### config.mk
export PLATFORM = sky130hd
export DESIGN_NAME = cmdword_bridge
export DESIGN_NICKNAME = d
export VERILOG_FILES = /design/src/rtl/bridge_pkg.sv /design/src/rtl/bridge_seq.sv /design/src/rtl/bridge_decode.sv /design/src/rtl/bridge_regfile.sv /design/src/rtl/cmdword_bridge.sv
export SDC_FILE = /design/constraint.sdc
export NUM_CORES = 1
export LEC_CHECK = 0
export CAP_MARGIN = 0
export CELL_PAD_IN_SITES_DETAIL_PLACEMENT = 0
export CELL_PAD_IN_SITES_GLOBAL_PLACEMENT = 2
export CORE_ASPECT_RATIO = 1.2
export CORE_MARGIN = 3
export CORE_UTILIZATION = 24
export CTS_BUF_LIST = sky130_fd_sc_hd__clkbuf_4 sky130_fd_sc_hd__clkbuf_8
export DETAILED_ROUTE_END_ITERATION = 8
export PLACE_DENSITY = 0.9
export SLEW_MARGIN = 30
export SYNTH_ARGS = -nofsm -noshare
export SYNTH_HDL_FRONTEND = slang
export SYNTH_SLANG_ARGS = --single-unit
### constraint.sdc
create_clock -name clk -period 2.42 [get_ports clk]
set_input_delay 0.484 -clock clk [delete_from_list [all_inputs] [get_ports clk]]
set_output_delay 0.484 -clock clk [all_outputs]
set_load 0.05 [all_outputs]
### src/rtl/bridge_pkg.sv
package bridge_pkg;
    localparam int WORD_W = 64;
    localparam int BYTE_W = 8;
    localparam int ADDR_W = 3;
    localparam int OP_W   = 4;

    localparam int GO_BIT  = 63;
    localparam int SLO_BIT = 62;
    localparam int EIA_BIT = 61;
    localparam int OP_LSB  = 57;
    localparam int RD_BIT  = 56;
    localparam int IA_LSB  = 32;

    localparam logic [OP_W-1:0]   OP_EXT = 4'h6;
    localparam logic [OP_W-1:0]   OP_CLK = 4'h4;

    localparam logic [ADDR_W-1:0] IA_DATA = 3'd1;
    localparam logic [ADDR_W-1:0] IA_CTL  = 3'd2;
    localparam logic [ADDR_W-1:0] IA_CLK  = 3'd3;
    localparam logic [ADDR_W-1:0] IA_RST  = 3'd7;

    localparam logic [BYTE_W-1:0] STAT_IDLE = 8'hF8;

    // Bits of the stored word that read back (go flag is added separately)
    localparam logic [WORD_W-1:0] KEEP_MASK = 64'h7F00_0007_0000_00FF;
endpackage

### src/rtl/bridge_seq.sv
module bridge_seq #(
    parameter int ACC_LAT = 4
) (
    input  logic clk,
    input  logic rst,
    input  logic launch,
    output logic busy,
    output logic fire
);
    localparam int CW = $clog2(ACC_LAT + 1);

    typedef struct packed {
        logic          busy;
        logic [CW-1:0] cnt;
    } seq_t;

    seq_t st_q, st_d;

    always_comb begin
        st_d = st_q;
        if (launch) begin
            st_d.busy = 1'b1;
            st_d.cnt  = CW'(ACC_LAT - 1);
        end else if (st_q.busy) begin
            if (st_q.cnt == '0) st_d.busy = 1'b0;
            else                st_d.cnt  = st_q.cnt - 1'b1;
        end
    end

    always_ff @(posedge clk) begin
        if (rst) st_q <= '0;
        else     st_q <= st_d;
    end

    assign busy = st_q.busy;
    assign fire = st_q.busy && (st_q.cnt == '0);

    // go flag held while the countdown runs
    a_r2_hold_busy: assert property (@(posedge clk) disable iff (rst)
        (st_q.busy && st_q.cnt != '0) |=> st_q.busy);
    // go flag only drops on the edge where the access fires
    a_r2_fall_at_fire: assert property (@(posedge clk) disable iff (rst)
        $fell(st_q.busy) |-> $past(fire));
endmodule

### src/rtl/bridge_decode.sv
module bridge_decode
    import bridge_pkg::*;
(
    input  logic            fire,
    input  logic [OP_W-1:0] op,
    input  logic            rd,
    output logic            ext_wr,
    output logic            ext_rd,
    output logic            clk_wr
);
    always_comb begin
        ext_wr = 1'b0;
        ext_rd = 1'b0;
        clk_wr = 1'b0;
        if (fire) begin
            unique case (op)
                OP_EXT: begin
                    ext_wr = !rd;
                    ext_rd = rd;
                end
                OP_CLK: clk_wr = !rd;
                default: ;
            endcase
        end
    end
endmodule

### src/rtl/bridge_regfile.sv
module bridge_regfile
    import bridge_pkg::*;
(
    input  logic              clk,
    input  logic              rst,
    input  logic              wr_en,
    input  logic              thp_we,
    input  logic [ADDR_W-1:0] addr,
    input  logic [BYTE_W-1:0] wdata,
    input  logic              eng_stat_we,
    input  logic [BYTE_W-1:0] eng_stat,
    output logic [BYTE_W-1:0] rdata,
    output logic [BYTE_W-1:0] cfg_ctl,
    output logic [BYTE_W-1:0] cfg_clkctl,
    output logic [BYTE_W-1:0] cfg_thp
);
    typedef struct packed {
        logic [BYTE_W-1:0] data;
        logic [BYTE_W-1:0] ctl;
        logic [BYTE_W-1:0] clkctl;
        logic [BYTE_W-1:0] stat;
        logic [BYTE_W-1:0] thp;
    } rf_t;

    rf_t rf_q, rf_d;
    logic soft_rst;

    assign soft_rst = wr_en && (addr == IA_RST);

    always_comb begin
        rf_d = rf_q;
        if (eng_stat_we) rf_d.stat = eng_stat;
        if (wr_en) begin
            case (addr)
                IA_DATA: rf_d.data   = wdata;
                IA_CTL:  rf_d.ctl    = wdata;
                IA_CLK:  rf_d.clkctl = wdata;
                IA_RST: begin
                    rf_d.data = '0;
                    rf_d.ctl  = '0;
                    rf_d.stat = STAT_IDLE;
                end
                default: ;
            endcase
        end
        if (thp_we) rf_d.thp = wdata;
    end

    always_ff @(posedge clk) begin
        if (rst) begin
            rf_q      <= '0;
            rf_q.stat <= STAT_IDLE;
        end else begin
            rf_q <= rf_d;
        end
    end

    always_comb begin
        case (addr)
            IA_DATA: rdata = rf_q.data;
            IA_CTL:  rdata = rf_q.ctl;
            IA_CLK:  rdata = rf_q.stat;
            default: rdata = '0;
        endcase
    end

    assign cfg_ctl    = rf_q.ctl;
    assign cfg_clkctl = rf_q.clkctl;
    assign cfg_thp    = rf_q.thp;

    // soft reset leaves the engine idle with data and control cleared
    a_r8_soft_reset_idle: assert property (@(posedge clk) disable iff (rst)
        soft_rst |=> (rf_q.stat == STAT_IDLE && rf_q.data == '0 && rf_q.ctl == '0));
    // divider loads the written byte
    a_r7_thp_load: assert property (@(posedge clk) disable iff (rst)
        thp_we |=> (cfg_thp == $past(wdata)));
    // engine status update lands next edge unless soft reset wins
    a_r11_stat_update: assert property (@(posedge clk) disable iff (rst)
        (eng_stat_we && !soft_rst) |=> (rf_q.stat == $past(eng_stat)));
    // never both kinds of write at once
    a_r9_one_write: assert property (@(posedge clk) disable iff (rst)
        !(wr_en && thp_we));
endmodule

### src/rtl/cmdword_bridge.sv
module cmdword_bridge
    import bridge_pkg::*;
#(
    parameter int ACC_LAT = 4
) (
    input  logic              clk,
    input  logic              rst,
    input  logic              host_wr_en,
    input  logic [WORD_W-1:0] host_wr_data,
    output logic [WORD_W-1:0] host_rd_data,
    input  logic              eng_stat_we,
    input  logic [BYTE_W-1:0] eng_stat,
    output logic [BYTE_W-1:0] cfg_ctl,
    output logic [BYTE_W-1:0] cfg_clkctl,
    output logic [BYTE_W-1:0] cfg_thp
);
    logic [WORD_W-1:0] cmd_q, cmd_d;
    logic              busy, fire, accept, launch;
    logic              ext_wr, ext_rd, clk_wr;
    logic [BYTE_W-1:0] rf_rdata;
    logic [OP_W-1:0]   op_f;
    logic [ADDR_W-1:0] ia_f;
    logic              rd_f;

    assign accept = host_wr_en && !busy;
    assign launch = accept && host_wr_data[GO_BIT];

    assign op_f = cmd_q[OP_LSB +: OP_W];
    assign ia_f = cmd_q[IA_LSB +: ADDR_W];
    assign rd_f = cmd_q[RD_BIT];

    bridge_seq #(.ACC_LAT(ACC_LAT)) u_seq (
        .clk    (clk),
        .rst    (rst),
        .launch (launch),
        .busy   (busy),
        .fire   (fire)
    );

    bridge_decode u_dec (
        .fire   (fire),
        .op     (op_f),
        .rd     (rd_f),
        .ext_wr (ext_wr),
        .ext_rd (ext_rd),
        .clk_wr (clk_wr)
    );

    bridge_regfile u_rf (
        .clk         (clk),
        .rst         (rst),
        .wr_en       (ext_wr),
        .thp_we      (clk_wr),
        .addr        (ia_f),
        .wdata       (cmd_q[BYTE_W-1:0]),
        .eng_stat_we (eng_stat_we),
        .eng_stat    (eng_stat),
        .rdata       (rf_rdata),
        .cfg_ctl     (cfg_ctl),
        .cfg_clkctl  (cfg_clkctl),
        .cfg_thp     (cfg_thp)
    );

    always_comb begin
        cmd_d = cmd_q;
        if (accept)      cmd_d = host_wr_data;
        else if (ext_rd) cmd_d[BYTE_W-1:0] = rf_rdata;
    end

    always_ff @(posedge clk) begin
        if (rst) cmd_q <= '0;
        else     cmd_q <= cmd_d;
    end

    assign host_rd_data = (cmd_q & KEEP_MASK) | ({{(WORD_W-1){1'b0}}, busy} << GO_BIT);

    // a write during busy leaves the decoded fields alone
    a_r3_busy_ignore: assert property (@(posedge clk) disable iff (rst)
        (busy && host_wr_en) |=> ($stable(op_f) && $stable(ia_f) && $stable(rd_f)));
    // an accepted go write is visible as busy on the next cycle
    a_r2_launch_busy: assert property (@(posedge clk) disable iff (rst)
        launch |=> host_rd_data[GO_BIT]);
    // an idle write without the go flag never starts an access
    a_r4_no_go_idle: assert property (@(posedge clk) disable iff (rst)
        (accept && !host_wr_data[GO_BIT]) |=> !host_rd_data[GO_BIT]);
endmodule

==> results of run 1 <==
## layout by cell type (no fill, tap or decap), types with 2 or more instances in the layout
cell,synthesis,final
clkdlybuf4s50_1,0,72
dfxtp_1,62,62
conb_1,1,45
nand2_1,29,29
nor2_1,21,21
a21oi_1,21,21
o21ai_0,17,17
nand2b_1,11,11
mux2i_1,11,11
clkbuf_8,0,11
inv_1,9,9
buf_4,72,9
a22o_2,8,8
nand3b_1,8,8
mux2_2,8,8
a22o_1,8,8
o32ai_1,8,8
nor2b_1,7,7
a211o_1,5,5
nor3b_1,4,4
clkinv_2,0,3
xnor2_1,2,2
and3b_1,2,2
nand3_1,2,2
a41o_2,2,2
## synthesized netlist by cell type, drive strengths merged (4+ instances only)
cell and n:
buf 80, dfxtp 62, nand2 29, a21oi 21, nor2 21, o21ai 17
a22o 16, mux2i 11, nand2b 11, clkbuf 9, inv 9, mux2 8
nand3b 8, o32ai 8, nor2b 7, a211o 5, nor3b 4
## worst paths after layout
kind              cells past startpoint          endpoint
setup / recovery                      1  host_rd_data[34]
hold / removal                        2         cmd_q[61]
setup reg to reg                      4   u_rf.cfg_thp[2]
hold reg to reg                       2         cmd_q[61]
## power by group
group	switching (mW)	total, mW	leakage, nW	internal [mW]
clock	0.392	0.930	0.110	0.538
sequential	0.0430	1.10	0.506	1.05
combinational	0.334	0.474	0.860	0.140
total	0.770	2.50	1.48	1.73
## per-layer routing
layer | wire length (microns) | up-vias
met4 | 110 | 0
met3 | 571 | 11
met2 | 3855 | 85
met5 | 0 | -
met1 | 3307 | 1099
li1 | - | 1174
## area by class of cell
type                       count  area share [%]
timing repair buffer          81           20.30
tap                          164           5.285
sequential                    62           31.97
clock inverter                 4           1.160
inverter                       9          0.8701
clock buffer                  12           4.093
multi-input combinational    231           36.32
## cell families after synthesis
group                     count (synthesis)
muxes                                    19
xor gates and xnor gates                  2
DFF                                      62
AOI/OAI and AO/OA                        75
buffers and inverters                    98
other                                     1
and+or+nand+nor                          90
## flip-flops by register name, summed over array words and instances, names as in the netlist
| signal | cells |
|---|---|
| u_rf.cfg_clkctl | 8 |
| u_rf.rf_q | 16 |
| u_rf.cfg_thp | 8 |
| cmd_q | 18 |
| u_seq.busy | 1 |
| u_rf.cfg_ctl | 8 |
| u_seq.st_q | 3 |
## worst reg2reg max path, cell delays in order (launching register included)
cell	delay, ns
dfxtp_1	0.43
nor4b_4	0.35
nand3_1	0.50
nand3b_1	0.24
o21ai_0	0.10
## per-stage QoR
step / cells / hold slack (ns)
6_report: 563 / 0.4636
5_1_grt: 563 / 0.4933
4_1_cts: 563 / 0.4686
3_5_place_dp: 547 / 0.4607
3_3_place_gp: 547 / 0.4455
2_1_floorplan: 391 / 0.4510
==> flow_metrics.py, run 1 <==
metrics = {
    "status": {
        "outcome": "completed",
    },
    "yosys": {
        "syn_inst": 347,
        "ys_seq_elements": 62,
        "synth.yosys.warnings": 0,
        "synth_compound_area_share_pct": 17.06,
        "yosysSeqAreaShare_pct": 39.37,
        "synth_xor_area_share_pct": 0.5556,
        "syn_area_per_cell_sq_um": 9.087,
        "yosys.area_share.adder_pct": 0,
        "synth-simple-area-share_pct": 15.40,
        "synth_flop_cell": "dfxtp_1",
        "netlist.area_leader.share_pct": 39.37,
        "yosys-top-cells-area": "dfxtp_1 39%, buf_4 17%, mux2i_1 3.5%",
        "synthesis.area_sq_um": 3153,
        "synth_edf_count": 0,
        "yosysTopAreaCell": "dfxtp_1",
        "synthMuxAreaShare_pct": 6.349,
        "synth_top_family_by_area": "buffers and inverters",
        "async_reset_ff_share_pct": 0,
        "yosysUniqueCellTypes": 37,
    },
    "global_routing": {
        "grt_pass1_vias": 2326,
        "grt_max_degree": 31,
        "grt_pass1_wl_microns": 12410,
        "use_met2_pct": 18.08,
        "met1_usage_pct": 12.21,
        "busiest_layer": "met2",
        "grt_use_met3_pct": 4.652,
        "antenna_found_initial": 0,
        "grt_remaining_overflow": 0,
        "grt_usage_pct": 10.80,
    },
    "placed_design": {
        "port_buffers": 73,
        "placed_cell_area_sq_um": 3679,
        "pre_cts_slack_ns": 0.4132,
        "gp_congestion": 0.7656,
        "dp_hpwl_microns": 6136,
    },
    "worst_hold_path": {
        "holdCritStartpoint": "cmd_q[61]",
        "hold_class": "reg -> reg",
    },
    "clock_tree": {
        "cts_sinks": 62,
        "cts_made_buffers": 9,
        "cts_hold_buf": 0,
        "clockRootBuffer": "clkbuf_8",
        "cts_resized": 0,
        "cts_tree": "done",
        "post_cts_buffers": 0,
        "clock_path_buffers": 2,
        "clk_latency_ns": 0.34,
        "cts_max_level": 3,
        "clk_pin_slew_ns": 0.06,
    },
    "timing": {
        "fin_crit_sh_pct": 90.41,
        "drv_slew": 0,
        "hold_viol_final": 0,
        "worstMarginPinSlew_ns": 0.5839,
        "skew_ns": 0.008201,
        "relSlewSlack_pct": 60.56,
        "fin_ws_ns": 0.2320,
        "tns_ns": 0,
        "grt_setup_unrepaired": "no",
        "setup_viol_count_final": 0,
        "timing.fmax_ghz": 0.4570,
        "fin_crit_ns": 2.188,
    },
    "die": {
        "die_x_microns": 110.6,
        "io_pins": 164,
        "die_area_sq_um": 14550,
        "coreArea_sq_um": 12720,
        "rows": 45,
        "start_util_pct": 24.78,
        "fp.dieH_microns": 131.6,
    },
    "setup_path": {
        "cp_max_fo": 8,
        "worstSetupPathType": "reg -> out",
        "timing.rr.start": "u_seq.busy",
        "crit_family": "buffers and inverters",
        "setup.worst_path.end_class": "primary output",
        "crit_path_cell_trace": "clkdlybuf4s50_1",
        "startpoint_type": "flop",
        "critPathSlowestCell": "clkdlybuf4s50_1",
        "ff2ff_setup_slack_ns": 0.67,
        "required_ns": 1.94,
        "crit_start": "cmd_q[34]",
        "crit_arrival_ns": 1.70,
        "max_stage_delay_ns": 0.87,
        "crit_buf_inv": 1,
    },
    "flow_run": {
        "cap_violations": 0,
    },
    "finish": {
        "layout.area.seq_sq_um": 1241,
        "postLayoutCellArea_sq_um": 3882,
        "final_util_pct": 30.51,
        "areaGrowthSynthToFinish_pct": 23.13,
        "multi_input_comb_area_sq_um": 1410,
        "layout-drive-gt1-share_pct": 12.03,
        "nFillCells": 1364,
        "nNetsFinal": 470,
        "antenna_cells": 0,
    },
    "power": {
        "p_leak_nw": 1.475,
        "p_total_mw": 2.502,
        "p_per_area_nw_per_um2": 644.4,
        "vdd_drop_max_v": 0.0002360,
    },
    "route": {
        "drtIter0Drc": 169,
        "totalWireLength_microns": 7845,
        "drc": 0,
        "wl_per_cell_microns": 13.93,
        "vias": 2369,
        "ant_nets": 0,
        "dr.pass1.iters": 4,
        "avgViaCountPerCell": 4.208,
    },
}
No activity file was read; power rests on OpenSTA's default activity.
==> inputs of run 2 (changes only) <==
Settings changed: CORE_UTILIZATION 24 to 22, PLACE_DENSITY 0.9 to 0.84.
Clock period 2.42 ns to 2.1 ns, I/O delays scaled along.
==> run 2 against run 1 <==
Net effect:
- non-clock buffer count is 7 higher
- sequential cell count stayed put
- first-iteration DRC count is 15% lower
- wire length is 6.8% higher
- count of clock-buffer cells in the layout is 2 lower
- clock skew hardly changed
- hold slack better by 0.0023 ns
- critical path depth stayed put
- sequential share of layout area is 0.23 points lower
==> flow_metrics.py, run 2 (synthesized netlist as in run 1, its figures left out) <==
metrics = {
    "worst_hold_path": {
        "hold_class": "reg -> reg",
        "hold_depth": 2,
        "holdCritStartpoint": "cmd_q[61]",
    },
    "clock_tree": {
        "clk_pin_slew_ns": 0.07,
        "cts_tree": "done",
        "cts_made_buffers": 9,
        "clk_latency_ns": 0.34,
        "cts_sinks": 62,
        "clockRootBuffer": "clkbuf_8",
        "clock_path_buffers": 2,
        "post_cts_buffers": 0,
        "cts_max_level": 3,
    },
    "power": {
        "p_leak_nw": 1.521,
        "vdd_drop_max_v": 0.0002895,
        "p_per_area_nw_per_um2": 694.0,
    },
    "placed_design": {
        "gp_congestion": 0.7319,
        "dp_hpwl_microns": 6542,
        "place_inst": 561,
        "pre_cts_slack_ns": 0.2323,
        "port_buffers": 73,
    },
    "setup_path": {
        "crit_start": "cmd_q[57]",
        "crit_arrival_ns": 1.58,
        "max_stage_delay_ns": 0.84,
        "cp.depth": 1,
        "worstSetupPathType": "reg -> out",
        "r2r_cells": 4,
        "crit_path_cell_trace": "clkdlybuf4s50_1",
        "timing.rr.start": "u_seq.busy",
        "required_ns": 1.68,
        "startpoint_type": "flop",
        "crit_buf_inv": 1,
        "crit_family": "buffers and inverters",
        "setup.worst_path.end_class": "primary output",
        "critPathSlowestCell": "clkdlybuf4s50_1",
        "cp_max_fo": 4,
    },
    "timing": {
        "fin_ws_ns": 0.09769,
        "hold_viol_final": 0,
        "relSlewSlack_pct": 64.56,
        "worstMarginPinSlew_ns": 0.5299,
        "fin_crit_sh_pct": 95.35,
        "timing.fmax_ghz": 0.4994,
        "tns_ns": 0,
        "grt_setup_unrepaired": "no",
        "skew_ns": 0.007806,
        "setup_viol_count_final": 0,
        "hold_ws_ns": 0.4658,
        "drv_slew": 0,
        "fin_crit_ns": 2.002,
    },
    "route": {
        "totalWireLength_microns": 8379,
        "ant_nets": 0,
        "dr.pass1.iters": 4,
        "vias": 2369,
        "wl_per_cell_microns": 14.55,
        "avgViaCountPerCell": 4.113,
        "drtIter0Drc": 144,
        "drc": 0,
    },
    "die": {
        "die_area_sq_um": 15810,
        "die_x_microns": 115.3,
        "fp.dieH_microns": 137.1,
        "io_pins": 164,
        "coreArea_sq_um": 13940,
        "rows": 47,
        "start_util_pct": 22.62,
    },
    "global_routing": {
        "antenna_found_initial": 0,
        "grt_remaining_overflow": 0,
        "grt_usage_pct": 10.77,
        "grt_pass1_vias": 2362,
        "grt_max_degree": 31,
        "grt_pass1_wl_microns": 12970,
    },
    "status": {
        "outcome": "completed",
    },
    "finish": {
        "regMostFlops": "cmd_q",
        "top_regs": "cmd_q (18), u_rf.rf_q (16)",
        "mostFrequentLayoutCells": "64 x clkdlybuf4s50_1, 62 x dfxtp_1, 45 x conb_1",
        "final_util_pct": 28.05,
        "final_common_cell": "clkdlybuf4s50_1",
        "antenna_cells": 0,
        "largest_register_ffs": 18,
        "nNetsFinal": 477,
        "layout-drive-gt1-share_pct": 14.81,
        "areaGrowthSynthToFinish_pct": 24.01,
        "final_cells": 576,
    },
    "flow_run": {
        "cap_violations": 0,
    },
}
-- run 2: cell count changes in the layout (fill, tap and decap cells not counted), moves of 2 or more --
cell             previous run  this run
clkdlybuf4s50_1            72        64
buf_4                       9        20
clkbuf_8                   11         9
buf_12                      0         2
-- run 2: routing by layer --
layer / routed length [microns] / GRT usage (%) / vias to the layer above / share of wire [%]
li1: - / - / 1184 / -
met1: 3468 / 12.49 / 1100 / 41
met2: 4193 / 18.05 / 77 / 50
met3: 600 / 3.759 / 8 / 7.2
met4: 116 / 4.305 / 0 / 1.4
met5: 0 / 0 / - / 0
-- run 2: timing repair --
action | 4_1_cts | 5_1_grt
pin swaps | 0 | 0
hold buffers | 0 | 0
endpoints found under the setup margin | 1 | 1
resized for setup | 1 | 1
hold endpoints to repair | 0 | 0
-- run 2: through the flow --
step	instance area (sq um)	power [mW]
after floorplan	3318	1.743
after global placement	3750	1.849
after detailed placement	3750	1.857
after CTS	3908	2.744
after global routing	3910	2.833
final	3910	2.714
-- run 2: final timing paths --
kind / endpoint / slack [ns]
max: host_rd_data[57] / 0.1
min reg2reg: cmd_q[61] / 0.47
max reg2reg: u_rf.cfg_ctl[1] / 0.43
min: cmd_q[61] / 0.47
-- run 2: cell type report --
type | count | area (sq um)
clock buffers | 10 | 131.4
clock inverters | 5 | 27.53
repair buffers | 88 | 852.1
inverters | 9 | 33.78
multi-input cells | 231 | 1410
fillers | 1482 | 10030
well taps | 171 | 214.0
flip-flops and latches | 62 | 1241
-- run 2: power breakdown --
group | leakage [nW] | switching, mW | total [mW] | internal, mW
clock network | 0.0851 | 0.459 | 0.884 | 0.425
registers | 0.506 | 0.0448 | 1.26 | 1.22
logic | 0.931 | 0.397 | 0.570 | 0.173
total | 1.52 | 0.901 | 2.71 | 1.81
